[src/rtl/dsf_pkg.sv]
package dsf_pkg;
   typedef enum logic [1:0] {
      MODE_BYPASS = 2'd0,
      MODE_FIFO   = 2'd1,
      MODE_SWING  = 2'd2,
      MODE_RSVD   = 2'd3
   } dsf_mode_e;

   // bit positions of the service-request enable vector
   localparam int unsigned IE_UV   = 0;
   localparam int unsigned IE_WM   = 1;
   localparam int unsigned IE_NE   = 2;
   localparam int unsigned IE_FULL = 3;
   localparam int unsigned IE_W    = 4;
endpackage

[src/rtl/dsf_ptr_ctrl.sv]
module dsf_ptr_ctrl
   import dsf_pkg::*;
#(
   parameter int unsigned DEPTH_CODE = 3
) (
   input  logic                  clk_i,
   input  logic                  rst_ni,
   input  logic                  enable_i,
   input  dsf_mode_e             mode_i,
   input  logic                  wr_i,
   input  logic                  trig_i,
   input  logic                  fifo_rst_i,
   input  logic                  sw_rst_i,
   output logic [DEPTH_CODE:0]   wr_ptr_o,
   output logic [DEPTH_CODE:0]   rd_ptr_o,
   output logic [DEPTH_CODE+1:0] count_o,
   output logic                  store_o,
   output logic                  move_o,
   output logic [DEPTH_CODE:0]   next_rd_o,
   output logic                  bypass_ld_o,
   output logic                  ovf_set_o,
   output logic                  udf_set_o
);
   localparam int unsigned PTR_W = DEPTH_CODE + 1;
   localparam int unsigned CNT_W = DEPTH_CODE + 2;
   localparam int unsigned DEPTH = 2 ** PTR_W;
   localparam logic [CNT_W-1:0] DEPTH_C = CNT_W'(DEPTH);
   localparam logic [CNT_W-1:0] ONE_C   = CNT_W'(1);

   logic [PTR_W-1:0] wr_q, rd_q;
   logic [CNT_W-1:0] cnt_q, cnt_nx;
   logic             up_q;
   logic             live, in_fifo, in_swing, is_full;
   logic             fifo_mv, swing_act, go_up, mv_up, mv_dn, clr_ptrs;

   assign live      = enable_i && (mode_i != MODE_RSVD);
   assign in_fifo   = live && (mode_i == MODE_FIFO);
   assign in_swing  = live && (mode_i == MODE_SWING);
   assign is_full   = (cnt_q == DEPTH_C);

   assign fifo_mv   = in_fifo && trig_i && (cnt_q > ONE_C);
   assign udf_set_o = in_fifo && trig_i && (cnt_q <= ONE_C);
   assign swing_act = in_swing && trig_i && (cnt_q != '0);
   // the sweep turns around at one entry left and at full
   assign go_up     = up_q ? (cnt_q > ONE_C) : (cnt_q == DEPTH_C);
   assign mv_up     = fifo_mv || (swing_act && go_up);
   assign mv_dn     = swing_act && !go_up;

   assign store_o     = (in_fifo || (in_swing && !swing_act)) && wr_i && !is_full;
   assign ovf_set_o   = (in_fifo || in_swing) && wr_i && is_full;
   assign bypass_ld_o = live && (mode_i == MODE_BYPASS) && wr_i;
   assign move_o      = mv_up || mv_dn;
   assign next_rd_o   = mv_up ? rd_q + PTR_W'(1) : (mv_dn ? rd_q - PTR_W'(1) : rd_q);
   assign cnt_nx      = cnt_q + CNT_W'(store_o) - CNT_W'(mv_up) + CNT_W'(mv_dn);
   assign clr_ptrs    = sw_rst_i || (fifo_rst_i && !enable_i);

   always_ff @(posedge clk_i or negedge rst_ni) begin
      if (!rst_ni) begin
         wr_q  <= '0;
         rd_q  <= '0;
         cnt_q <= '0;
         up_q  <= 1'b1;
      end else if (clr_ptrs) begin
         wr_q  <= '0;
         rd_q  <= '0;
         cnt_q <= '0;
         up_q  <= 1'b1;
      end else begin
         if (store_o) wr_q <= wr_q + PTR_W'(1);
         rd_q  <= next_rd_o;
         cnt_q <= cnt_nx;
         if (swing_act) begin
            if (cnt_nx == DEPTH_C)    up_q <= 1'b1;
            else if (cnt_nx == ONE_C) up_q <= 1'b0;
         end
      end
   end

   assign wr_ptr_o = wr_q;
   assign rd_ptr_o = rd_q;
   assign count_o  = cnt_q;

   a_r8_count_bound: assert property (@(posedge clk_i) disable iff (!rst_ni)
      cnt_q <= DEPTH_C);
   a_r2_ptr_gap: assert property (@(posedge clk_i) disable iff (!rst_ni)
      (wr_q - rd_q) == cnt_q[PTR_W-1:0]);
   a_r10_frozen_when_off: assert property (@(posedge clk_i) disable iff (!rst_ni)
      (!enable_i && !fifo_rst_i && !sw_rst_i) |=> ($stable(wr_q) && $stable(rd_q)));
   a_r5_no_overflow: assert property (@(posedge clk_i) disable iff (!rst_ni)
      (is_full && !move_o && !clr_ptrs) |=> $stable(wr_q));
endmodule

[src/rtl/dsf_store.sv]
module dsf_store #(
   parameter int unsigned DATA_W     = 12,
   parameter int unsigned DEPTH_CODE = 3
) (
   input  logic                clk_i,
   input  logic                rst_ni,
   input  logic                store_i,
   input  logic [DEPTH_CODE:0] wr_ptr_i,
   input  logic [DATA_W-1:0]   wdata_i,
   input  logic                move_i,
   input  logic [DEPTH_CODE:0] next_rd_i,
   input  logic                bypass_ld_i,
   input  logic                sw_rst_i,
   output logic [DATA_W-1:0]   code_o
);
   localparam int unsigned PTR_W = DEPTH_CODE + 1;
   localparam int unsigned DEPTH = 2 ** PTR_W;

   logic [DATA_W-1:0] ent [DEPTH];
   logic [DATA_W-1:0] code_q;

   for (genvar i = 0; i < DEPTH; i++) begin : g_ent
      logic [DATA_W-1:0] q;
      always_ff @(posedge clk_i) begin
         if (store_i && (wr_ptr_i == PTR_W'(i))) q <= wdata_i;
      end
      assign ent[i] = q;
   end

   always_ff @(posedge clk_i or negedge rst_ni) begin
      if (!rst_ni)          code_q <= '0;
      else if (sw_rst_i)    code_q <= '0;
      else if (bypass_ld_i) code_q <= wdata_i;
      else if (move_i)      code_q <= ent[next_rd_i];
   end

   assign code_o = code_q;

   a_r1_bypass_load: assert property (@(posedge clk_i) disable iff (!rst_ni)
      (bypass_ld_i && !sw_rst_i) |=> (code_o == $past(wdata_i)));
   a_r6_code_held: assert property (@(posedge clk_i) disable iff (!rst_ni)
      (!bypass_ld_i && !move_i && !sw_rst_i) |=> $stable(code_o));
endmodule

[src/rtl/dsf_flags.sv]
module dsf_flags
   import dsf_pkg::*;
#(
   parameter int unsigned DEPTH_CODE = 3
) (
   input  logic                  clk_i,
   input  logic                  rst_ni,
   input  logic [DEPTH_CODE+1:0] count_i,
   input  logic [DEPTH_CODE+1:0] wmark_i,
   input  logic                  ovf_set_i,
   input  logic                  udf_set_i,
   input  logic                  clr_ovf_i,
   input  logic                  clr_udf_i,
   input  logic                  sw_rst_i,
   input  logic [IE_W-1:0]       ie_i,
   input  logic                  dma_en_i,
   output logic                  full_o,
   output logic                  near_empty_o,
   output logic                  wmark_o,
   output logic                  ovf_o,
   output logic                  udf_o,
   output logic                  irq_o,
   output logic                  dma_req_o
);
   localparam int unsigned CNT_W = DEPTH_CODE + 2;
   localparam logic [CNT_W-1:0] DEPTH_C = CNT_W'(2 ** (DEPTH_CODE + 1));

   logic ovf_q, udf_q, want;

   always_ff @(posedge clk_i or negedge rst_ni) begin
      if (!rst_ni) begin
         ovf_q <= 1'b0;
         udf_q <= 1'b0;
      end else if (sw_rst_i) begin
         ovf_q <= 1'b0;
         udf_q <= 1'b0;
      end else begin
         ovf_q <= ovf_set_i || (ovf_q && !clr_ovf_i);
         udf_q <= udf_set_i || (udf_q && !clr_udf_i);
      end
   end

   assign full_o       = (count_i == DEPTH_C);
   assign near_empty_o = (count_i == CNT_W'(1));
   assign wmark_o      = (count_i < wmark_i);
   assign ovf_o        = ovf_q;
   assign udf_o        = udf_q;

   assign want = (ie_i[IE_UV] && (ovf_q || udf_q)) || (ie_i[IE_WM] && wmark_o)
              || (ie_i[IE_NE] && near_empty_o) || (ie_i[IE_FULL] && full_o);
   assign irq_o     = want && !dma_en_i;
   assign dma_req_o = want && dma_en_i;

   a_r7_ovf_sticky: assert property (@(posedge clk_i) disable iff (!rst_ni)
      (ovf_q && !clr_ovf_i && !sw_rst_i) |=> ovf_q);
   a_r7_set_wins: assert property (@(posedge clk_i) disable iff (!rst_ni)
      (udf_set_i && !sw_rst_i) |=> udf_q);
   a_r9_one_route: assert property (@(posedge clk_i) disable iff (!rst_ni)
      $onehot0({irq_o, dma_req_o, ~(|ie_i) & (irq_o | dma_req_o)}));
endmodule

[src/rtl/dac_sample_fifo.sv]
module dac_sample_fifo
   import dsf_pkg::*;
#(
   parameter int unsigned DATA_W     = 12,
   parameter int unsigned DEPTH_CODE = 3
) (
   input  logic                  clk_i,
   input  logic                  rst_ni,
   input  logic                  enable_i,
   input  logic [1:0]            mode_i,
   input  logic                  trig_sel_i,
   input  logic                  hw_trig_i,
   input  logic                  sw_trig_i,
   input  logic                  wr_i,
   input  logic [DATA_W-1:0]     wdata_i,
   input  logic                  fifo_rst_i,
   input  logic                  sw_rst_i,
   input  logic                  clr_ovf_i,
   input  logic                  clr_udf_i,
   input  logic [DEPTH_CODE+1:0] wmark_i,
   input  logic [3:0]            ie_i,
   input  logic                  dma_en_i,
   output logic [DATA_W-1:0]     dac_code_o,
   output logic [DEPTH_CODE:0]   rd_ptr_o,
   output logic [DEPTH_CODE:0]   wr_ptr_o,
   output logic                  full_o,
   output logic                  near_empty_o,
   output logic                  wmark_o,
   output logic                  ovf_o,
   output logic                  udf_o,
   output logic                  irq_o,
   output logic                  dma_req_o,
   output logic [2:0]            depth_code_o
);
   localparam int unsigned PTR_W = DEPTH_CODE + 1;
   localparam int unsigned CNT_W = DEPTH_CODE + 2;

   if (DEPTH_CODE > 7) begin : g_bad_depth
      $error("DEPTH_CODE must lie in 0..7");
   end
   if (DATA_W < 1 || DATA_W > 32) begin : g_bad_width
      $error("DATA_W must lie in 1..32");
   end

   logic             swtrig_q, trig;
   logic [CNT_W-1:0] count;
   logic [PTR_W-1:0] next_rd;
   logic             store, move, bypass_ld, ovf_set, udf_set;

   // software trigger bit clears itself one cycle after it is set
   always_ff @(posedge clk_i or negedge rst_ni) begin
      if (!rst_ni)       swtrig_q <= 1'b0;
      else if (sw_rst_i) swtrig_q <= 1'b0;
      else               swtrig_q <= sw_trig_i;
   end
   assign trig = trig_sel_i ? swtrig_q : hw_trig_i;

   dsf_ptr_ctrl #(.DEPTH_CODE(DEPTH_CODE)) u_ptr (
      .clk_i, .rst_ni, .enable_i,
      .mode_i      (dsf_mode_e'(mode_i)),
      .wr_i,
      .trig_i      (trig),
      .fifo_rst_i, .sw_rst_i,
      .wr_ptr_o, .rd_ptr_o,
      .count_o     (count),
      .store_o     (store),
      .move_o      (move),
      .next_rd_o   (next_rd),
      .bypass_ld_o (bypass_ld),
      .ovf_set_o   (ovf_set),
      .udf_set_o   (udf_set)
   );

   dsf_store #(.DATA_W(DATA_W), .DEPTH_CODE(DEPTH_CODE)) u_store (
      .clk_i, .rst_ni,
      .store_i     (store),
      .wr_ptr_i    (wr_ptr_o),
      .wdata_i,
      .move_i      (move),
      .next_rd_i   (next_rd),
      .bypass_ld_i (bypass_ld),
      .sw_rst_i,
      .code_o      (dac_code_o)
   );

   dsf_flags #(.DEPTH_CODE(DEPTH_CODE)) u_flags (
      .clk_i, .rst_ni,
      .count_i     (count),
      .wmark_i,
      .ovf_set_i   (ovf_set),
      .udf_set_i   (udf_set),
      .clr_ovf_i, .clr_udf_i, .sw_rst_i, .ie_i, .dma_en_i,
      .full_o, .near_empty_o, .wmark_o, .ovf_o, .udf_o, .irq_o, .dma_req_o
   );

   assign depth_code_o = 3'(DEPTH_CODE);

   a_r12_sw_trig_one_shot: assert property (@(posedge clk_i) disable iff (!rst_ni)
      (swtrig_q && !sw_trig_i) |=> !swtrig_q);
endmodule

[config.mk]
export PLATFORM = sky130hd
export DESIGN_NAME = dac_sample_fifo
export DESIGN_NICKNAME = d
export VERILOG_FILES = /design/src/rtl/dsf_pkg.sv /design/src/rtl/dsf_ptr_ctrl.sv /design/src/rtl/dsf_store.sv /design/src/rtl/dsf_flags.sv /design/src/rtl/dac_sample_fifo.sv
export SDC_FILE = /design/constraint.sdc
export NUM_CORES = 1
export LEC_CHECK = 0
export ABC_AREA = 0
export BUFFER_PORTS_ARGS = -buffer_cell sky130_fd_sc_hd__buf_4
export CELL_PAD_IN_SITES_DETAIL_PLACEMENT = 1
export CELL_PAD_IN_SITES_GLOBAL_PLACEMENT = 2
export CORE_MARGIN = 2
export CORE_UTILIZATION = 44
export DETAILED_ROUTE_END_ITERATION = 8
export GPL_TIMING_DRIVEN = 0
export PLACE_DENSITY_LB_ADDON = 0.1
export SETUP_SLACK_MARGIN = 0.1
export SLEW_MARGIN = 20
export SYNTH_ARGS = -nofsm -noshare
export SYNTH_HDL_FRONTEND = slang
export SYNTH_SLANG_ARGS = --single-unit
export TNS_END_PERCENT = 20
[constraint.sdc]
create_clock -name clk_i -period 5 [get_ports clk_i]
set_clock_uncertainty 0.05 [all_clocks]
set_input_delay 0.5 -clock clk_i [delete_from_list [all_inputs] [get_ports clk_i]]
set_output_delay 0.5 -clock clk_i [all_outputs]
set_load 0.01 [all_outputs]
# == Word-level counts from Yosys, hierarchy flattened ==
# Cells that the tools add are included.
# totals
ff_bits,221
latchBits,0
ramBits,0
romBits,0
in_bits,35
elab_cells,146
memories,0
# classes
addsub,6
n_mul,0
div,0
magnitude_cmp,4
eq_ne,22
n_shift,0
n_mux,21
bitwise,1
n_reduce_logical,68
# ops
op,n
12-bit two-way mux,5
12-bit binary-select mux with 4-bit select,1
1-bit logical AND,42
4-bit == test (second input constant),8
4-bit two-way mux,5
4-bit by 3-bit == test with 1-bit output (second input constant),4
1-bit logical OR,11
5-bit by 1-bit adder with 5-bit output,2
5-bit by 1-bit == test with 1-bit output (second input constant),2
5-bit == test (second input constant),2
1-bit two-way mux,9
4-bit by 1-bit adder with 4-bit output (second input constant),2
4-bit by 2-bit == test with 1-bit output (second input constant),2
1-bit logical NOT,7
3-bit nonzero test,2
5-bit >= comparator (second input constant),1
5-bit by 1-bit > comparator with 1-bit output (second input constant),1
5-bit by 1-bit <= comparator with 1-bit output (second input constant),1
5-bit < comparator,1
5-bit two-way mux,1
4-bit NOT with 5-bit output,1
5-bit nonzero test,1
5-bit by 1-bit subtractor with 5-bit output,1
4-bit by 1-bit == test with 1-bit output (second input constant),1
8 further kinds,9

# == Logic depth before layout (Yosys ltp) ==
# logic_depth
word_depth,18
mapped_depth,18

# == Modules after synthesis ==
# From an unflattened synthesis, not the netlist that was laid out.
# hier_totals
cells_unflattened,549
hier_area_um2,9366.5
# modules_own_cells
module,instances,cells_each,area_per_inst_um2,seq_area_each_um2
dsf_store,1,385,7930.1,6065.8
dsf_ptr_ctrl,1,124,1084.8,351.6
dsf_flags,1,32,275.3,50.0
dac_sample_fifo,1,8,76.3,25.0

# == Worst setup path after synthesis ==
# Ideal clock, no wire load.
# synth_path
path_type,register to register
start,"register u_ptr.cnt_q[2], in the netlist u_ptr.count_o[2]"
end,register u_ptr.up_q
setup_time_ns,0.082
arrival_time_ns,3.729
setup_slack_ns,1.139
path_stages_with_launch,19
path_buffers,1
period_less_slack_ns,3.861
path_cell_list,dfrtp_1 -> inv_1 -> ha_1 -> nor3b_1 -> and2_1 -> clkbuf_1 -> nor4_2 -> inv_1 -> ha_1 -> fa_1 -> fa_1 -> nor2_1 -> nor2_1 -> nor2_1 -> nor2_1 -> xnor2_1 -> nand2_1 -> a21oi_1 -> o21bai_1
# synth_via
word_cells_on_any_way,27
classes_between,add/sub: 3; order compare: 1; eq/ne: 3; mux: 4; reduce/logical: 16
# synth_rtl
item,line_no,source
start: declaration,dsf_ptr_ctrl.sv:31,"logic [CNT_W-1:0] cnt_q, cnt_nx;"
start signal: assignment,dsf_ptr_ctrl.sv:71,cnt_q <= cnt_nx;
5-bit == test *,--,
via full_o,dac_sample_fifo.sv:26,"output logic full_o,"
1-bit logical NOT or 1-bit two-way mux (tied branches),"dsf_ptr_ctrl.sv:49, dsf_ptr_ctrl.sv:45",
"1-bit logical AND, on equally long branches","dsf_ptr_ctrl.sv:49, dsf_ptr_ctrl.sv:46",
5-bit by 1-bit adder with 5-bit output or 1-bit logical OR (tied branches),"dsf_ptr_ctrl.sv:54, dsf_ptr_ctrl.sv:46",
5-bit by 1-bit subtractor with 5-bit output,dsf_ptr_ctrl.sv:54,assign cnt_nx = cnt_q + CNT_W'(store_o) - CNT_W'(mv_up) + CNT_W'(mv_dn);
5-bit by 1-bit adder with 5-bit output *,dsf_ptr_ctrl.sv:54,
5-bit == test,dsf_ptr_ctrl.sv:73,if (cnt_nx == DEPTH_C) up_q <= 1'b1;
1-bit two-way mux,dsf_ptr_ctrl.sv:73,
1-bit two-way mux,dsf_ptr_ctrl.sv:72,if (swing_act) begin
1-bit two-way mux,dsf_ptr_ctrl.sv:63,end else if (clr_ptrs) begin
end signal: assignment,dsf_ptr_ctrl.sv:62,up_q <= 1'b1;
end signal: assignment,dsf_ptr_ctrl.sv:73,
end signal: assignment,dsf_ptr_ctrl.sv:74,else if (cnt_nx == ONE_C) up_q <= 1'b0;
end: declaration,dsf_ptr_ctrl.sv:32,logic up_q;
# The timed path passes the listed nets; every way through them passes the cells marked *. The select of a mux whose other input is x is not followed.
# A chain may end at the register's enable or synchronous reset.

# == Final worst setup path ==
# layout_path
start,"register u_ptr.cnt_q[2], in the netlist u_ptr.count_o[2]"
end,register u_ptr.up_q
# layout_via
elab_chain_len,14
word_cells_on_any_way,27
classes_between,add/sub: 3; order compare: 1; eq/ne: 3; mux: 4; reduce/logical: 16
# layout_rtl
item,line_no,source
5-bit nonzero test,dsf_ptr_ctrl.sv:43,assign swing_act = in_swing && trig_i && (cnt_q != '0);
1-bit logical AND,dsf_ptr_ctrl.sv:43,
1-bit logical NOT,dsf_ptr_ctrl.sv:49,assign store_o = (in_fifo || (in_swing && !swing_act)) && wr_i && !is_full;
1-bit logical AND,dsf_ptr_ctrl.sv:49,
1-bit logical OR,dsf_ptr_ctrl.sv:49,
1-bit logical AND (2 in series),dsf_ptr_ctrl.sv:49,
5-bit by 1-bit adder with 5-bit output,dsf_ptr_ctrl.sv:54,
5-bit by 1-bit subtractor with 5-bit output,dsf_ptr_ctrl.sv:54,
5-bit by 1-bit adder with 5-bit output,dsf_ptr_ctrl.sv:54,
5-bit == test,dsf_ptr_ctrl.sv:73,
1-bit two-way mux,dsf_ptr_ctrl.sv:73,
1-bit two-way mux,dsf_ptr_ctrl.sv:72,
1-bit two-way mux,dsf_ptr_ctrl.sv:63,
# Parallel ways exist; a longest one is shown, timed or not. The select of a mux whose other input is x is not followed.

==> key figures <==
Run status
  – Result of the run: complete, no violations

Cells and area
  – Area grow syn2layout: 16.6%
  – Diodes inserted: 0
  – Commonest non-fill, non-tap cell in the layout: sky130_fd_sc_hd__edfxtp_1
  – Most frequent cells in the layout: 192 x sky130_fd_sc_hd__edfxtp_1, 68 x sky130_fd_sc_hd__buf_4, 50 x sky130_fd_sc_hd__mux2i_1
  – Number of nets at the end of the flow: ~800
  – Final Non-Filler Cells: 1,043
  – Share of final-layout standard cells stronger than drive strength 1: ~18%
  – Post-route cell area: 0.0113 sq mm

Clock tree
  – CTS buffer count: 24
  – # clock sinks: roughly 220
  – Library cell used as clock root buffer: sky130_fd_sc_hd__clkbuf_16
  – CTS tree: built
  – Clock-pin slew of the registers on the worst-case setup and hold paths: about 0.060 ns
  – Postcts setup bufs: 0
  – Clock latency on the worst-skew pair: 0.52 ns
  – Number of H-tree levels: 1
  – Max clock buf depth: 3

Global routing
  – Leftover overflow at the end of global routing: 0
  – Overall global routing resource usage: roughly a quarter
  – Initial antenna violation count: 0
  – Pin count of the biggest net entering global routing: 30
  – Via count of the first global-routing pass: between 6,000 and 7,000
  – Wire length of the first global-routing pass: around 41,000 microns

Critical path
  – Worst setup path end: u_ptr.up_q
  – Worst Setup Start Kind: register
  – Critical path class: register to register
  – Reg2Reg Depth: 17
  – Startpoint of the worst register-to-register path: u_ptr.count_o[2]
  – Flop2flop setup slack: ~0.60 ns
  – Setup crit start: u_ptr.count_o[2]
  – Required @ worst endpoint: roughly 5.4 ns
  – Arrival time reported for the critical path endpoint: about 4.8 ns
  – Worst-path fanout max: 7
  – Critical path capture point type: register
  – Crit Reg-Reg Endpoint: u_ptr.up_q

Floorplan
  – Ports placed on the boundary: 65
  – Floorplan die height: about 150 microns
  – Die area: ~0.023 sq mm
  – Area of the core: about 0.022 sq mm
  – Effective utilization at floorplan: 44.6%
  – # rows: 54
  – Overall die width: between 150 and 200 microns

Routing
  – Vias after detailed routing: 6,103
  – TritonRoute pass-1 iters: 6
  – Wire length per cell: between 20 and 30 microns
  – Final routed wirelength across all metal layers: about 27,000 microns
  – Detailed Route Iter0 Violations: between 400 and 500
  – DRC violation count after routing: 0
  – Antenna-violating nets left: 0
  – Post-detailed-route via-to-cell ratio: about 5.9

Synth
  – Post-synthesis async set-or-reset flop share: a little over an eighth
  – Synth top area share: between 50% and 60%
  – Warning count from the yosys run: 0
  – Number of synthesized flops with an enable pin: approximately 190
  – Post-Syn Area: around 0.0097 sq mm
  – Library cells used by synthesis: approximately 60
  – Number of standard cells after synthesis: approximately 650
  – Synthesized area divided by synthesized cell count: approximately 15 sq um
  – Flops & latches, synth: approximately 220
  – Commonest register cell after synthesis: sky130_fd_sc_hd__edfxtp_1
  – Largest area contributor in the netlist: sky130_fd_sc_hd__edfxtp_1
  – Most area-consuming cells after synthesis: sky130_fd_sc_hd__edfxtp_1 60%, sky130_fd_sc_hd__dfrtp_1 7.2%, sky130_fd_sc_hd__mux2i_1 5.2%, sky130_fd_sc_hd__a2111oi_0 4.3%, sky130_fd_sc_hd__a211oi_1 3.7%
  – Sequential element share of the synthesized area: 67.1%

Placed design
  – Setup WS pre-CTS: 0.387 ns
  – Placed cell areas: roughly 0.011 sq mm
  – Global placement routability congestion: between 0.8 and 0.9
  – Number of placed instances with taps included: around 1,000
  – Count of input and output buffers: 61
  – Detailed-placement wirelength estimate: 18,800 microns

Min path
  – Type of the worst min-delay path: primary input to register
  – Number of stages on the worst hold path: 2

Timing
  – Final setup violation count: 0
  – Final critical-path share of the clock period: between 80% and 90%
  – Number of max-slew violations in the final report: 0
  – Clock period minus final worst setup slack: ~4.4 ns
  – Slew @ Worst Pin: around 1.2 ns
  – Unrepaired setup endpoints after global routing: no
  – Setup total negative slack: 0 ns
  – Max Clock Freq: between 200 and 250 MHz
  – Worst Slack Setup Final: between 0.6 and 0.7 ns
  – Hold Fails Final Rpt: 0
  – Worst-case headroom to the max-slew limit: 21.1%

Job
  – Max Cap Viol: 0

Pwr
  – Maximum resistive drop on vdd: ~0.31 mV
  – Leakage power: between 4 and 5 nW
  – Pwr Density: around 400 mW/mm^2
-- how the worst min path moves through the flow --
stage,start,endpoint
floorplan,rst_ni,swtrig_q
global placement,rst_ni,u_ptr.count_o[3]
detailed placement,rst_ni,u_ptr.count_o[3]
CTS,sw_rst_i,u_flags.udf_o
global route,sw_rst_i,u_flags.udf_o
finish,sw_rst_i,u_flags.udf_o
-- critical path, stage by stage, from the launching register on --
cell                       delay (ns)
sky130_fd_sc_hd__dfrtp_1         0.40
sky130_fd_sc_hd__inv_1           0.12
sky130_fd_sc_hd__ha_1            0.20
sky130_fd_sc_hd__nor3b_1         0.54
sky130_fd_sc_hd__nor2_1          0.15
sky130_fd_sc_hd__nor4_4          0.55
sky130_fd_sc_hd__inv_1           0.18
sky130_fd_sc_hd__ha_1            0.35
sky130_fd_sc_hd__fa_1            0.45
sky130_fd_sc_hd__fa_1            0.45
sky130_fd_sc_hd__nor2_1          0.11
sky130_fd_sc_hd__nor2_1          0.05
sky130_fd_sc_hd__nor2_1          0.08
sky130_fd_sc_hd__nor2_1          0.06
sky130_fd_sc_hd__xnor2_1         0.25
sky130_fd_sc_hd__nand2_1         0.10
sky130_fd_sc_hd__a21oi_1         0.15
sky130_fd_sc_hd__o21bai_1        0.09
-- power breakdown --
part,internal [W],switching [W]
registers,0.00203,0.0000230
clock network,0.000946,0.000695
logic,0.000255,0.000432
-- sequential cells by signal, summed over array words and instances, names as in the netlist --
| name | count |
|---|---|
| u_ptr.wr_ptr_o | 4 |
| u_ptr.rd_ptr_o | 4 |
| u_store.code_o | 12 |
| u_store.g_ent.q | 192 |
| u_flags.ovf_o | 1 |
| u_flags.udf_o | 1 |
| swtrig_q | 1 |
| u_ptr.count_o | 5 |
| u_ptr.up_q | 1 |
-- stage by stage --
step	hold WS (ns)	utilization, %	power [W]
CTS	0.139	51.9	0.00442
global route	0.143	52.0	0.00455
detailed placement	0.419	48.6	0.00278
finish	0.153	52.0	0.00438
floorplan	0.154	-	0.00249
global placement	0.409	48.3	0.00275
-- area by class of cell --
type                       count  area (sq um)
timing repair buffer          64           488
clock buffer                  36           646
fill                        2142         10400
sequential                   221          6490
buffer                        46           245
multi-input combinational    367          2900
clock inverter                 8          77.6
tap                          280           350
inverter                      21          78.8
-- synthesized netlist by cell type, types with 3 or more instances --
cell and count:
sky130_fd_sc_hd__edfxtp_1 192, sky130_fd_sc_hd__mux2i_1 50, sky130_fd_sc_hd__and3_1 49, sky130_fd_sc_hd__a2111oi_0 48
sky130_fd_sc_hd__a211oi_1 48, sky130_fd_sc_hd__dfrtp_1 28, sky130_fd_sc_hd__nor2_1 25, sky130_fd_sc_hd__clkbuf_1 24
sky130_fd_sc_hd__inv_1 20, sky130_fd_sc_hd__and2_1 18, sky130_fd_sc_hd__ha_1 17, sky130_fd_sc_hd__nor4_1 13
sky130_fd_sc_hd__a22oi_1 12, sky130_fd_sc_hd__o21ai_1 12, sky130_fd_sc_hd__buf_2 10, sky130_fd_sc_hd__nand2_1 10
sky130_fd_sc_hd__buf_4 7, sky130_fd_sc_hd__a21oi_1 6, sky130_fd_sc_hd__xnor2_1 5, sky130_fd_sc_hd__buf_6 4
sky130_fd_sc_hd__nor2b_1 3, sky130_fd_sc_hd__nor3_1 3, sky130_fd_sc_hd__xor2_1 3
-- logic make-up (layout without fill, tap and decap cells) --
kind of cell | Yosys count | in the layout | share of synthesized area (%)
compound gates | 142 | 142 | 11.7
simple gates | 142 | 142 | 8.76
fa+ha+maj | 19 | 19 | 2.61
flops | 221 | 221 | 67.1
xor+xnor | 11 | 11 | 1.23
other cells | 2 | 3 | 0.0776
buf+inv | 67 | 175 | 3.35
mux | 50 | 50 | 5.17
-- what timing repair did --
item                                   4_1_cts  5_1_grt
setup endpoints to repair                    0        1
resized for setup                            0        1
endpoints found under the hold margin       28        0
hold buffers                                 1        0
-- layer usage --
layer	vias up	track usage, %	wire [microns]	share of wire (%)
li1	2775	-	-	-
met1	3113	30.4	11300	42
met2	173	39.7	13100	48
met3	42	5.29	1820	6.7
met4	0	7.30	903	3.3
met5	-	0	0	0
Note: power is estimated with default switching activity, not from simulation.
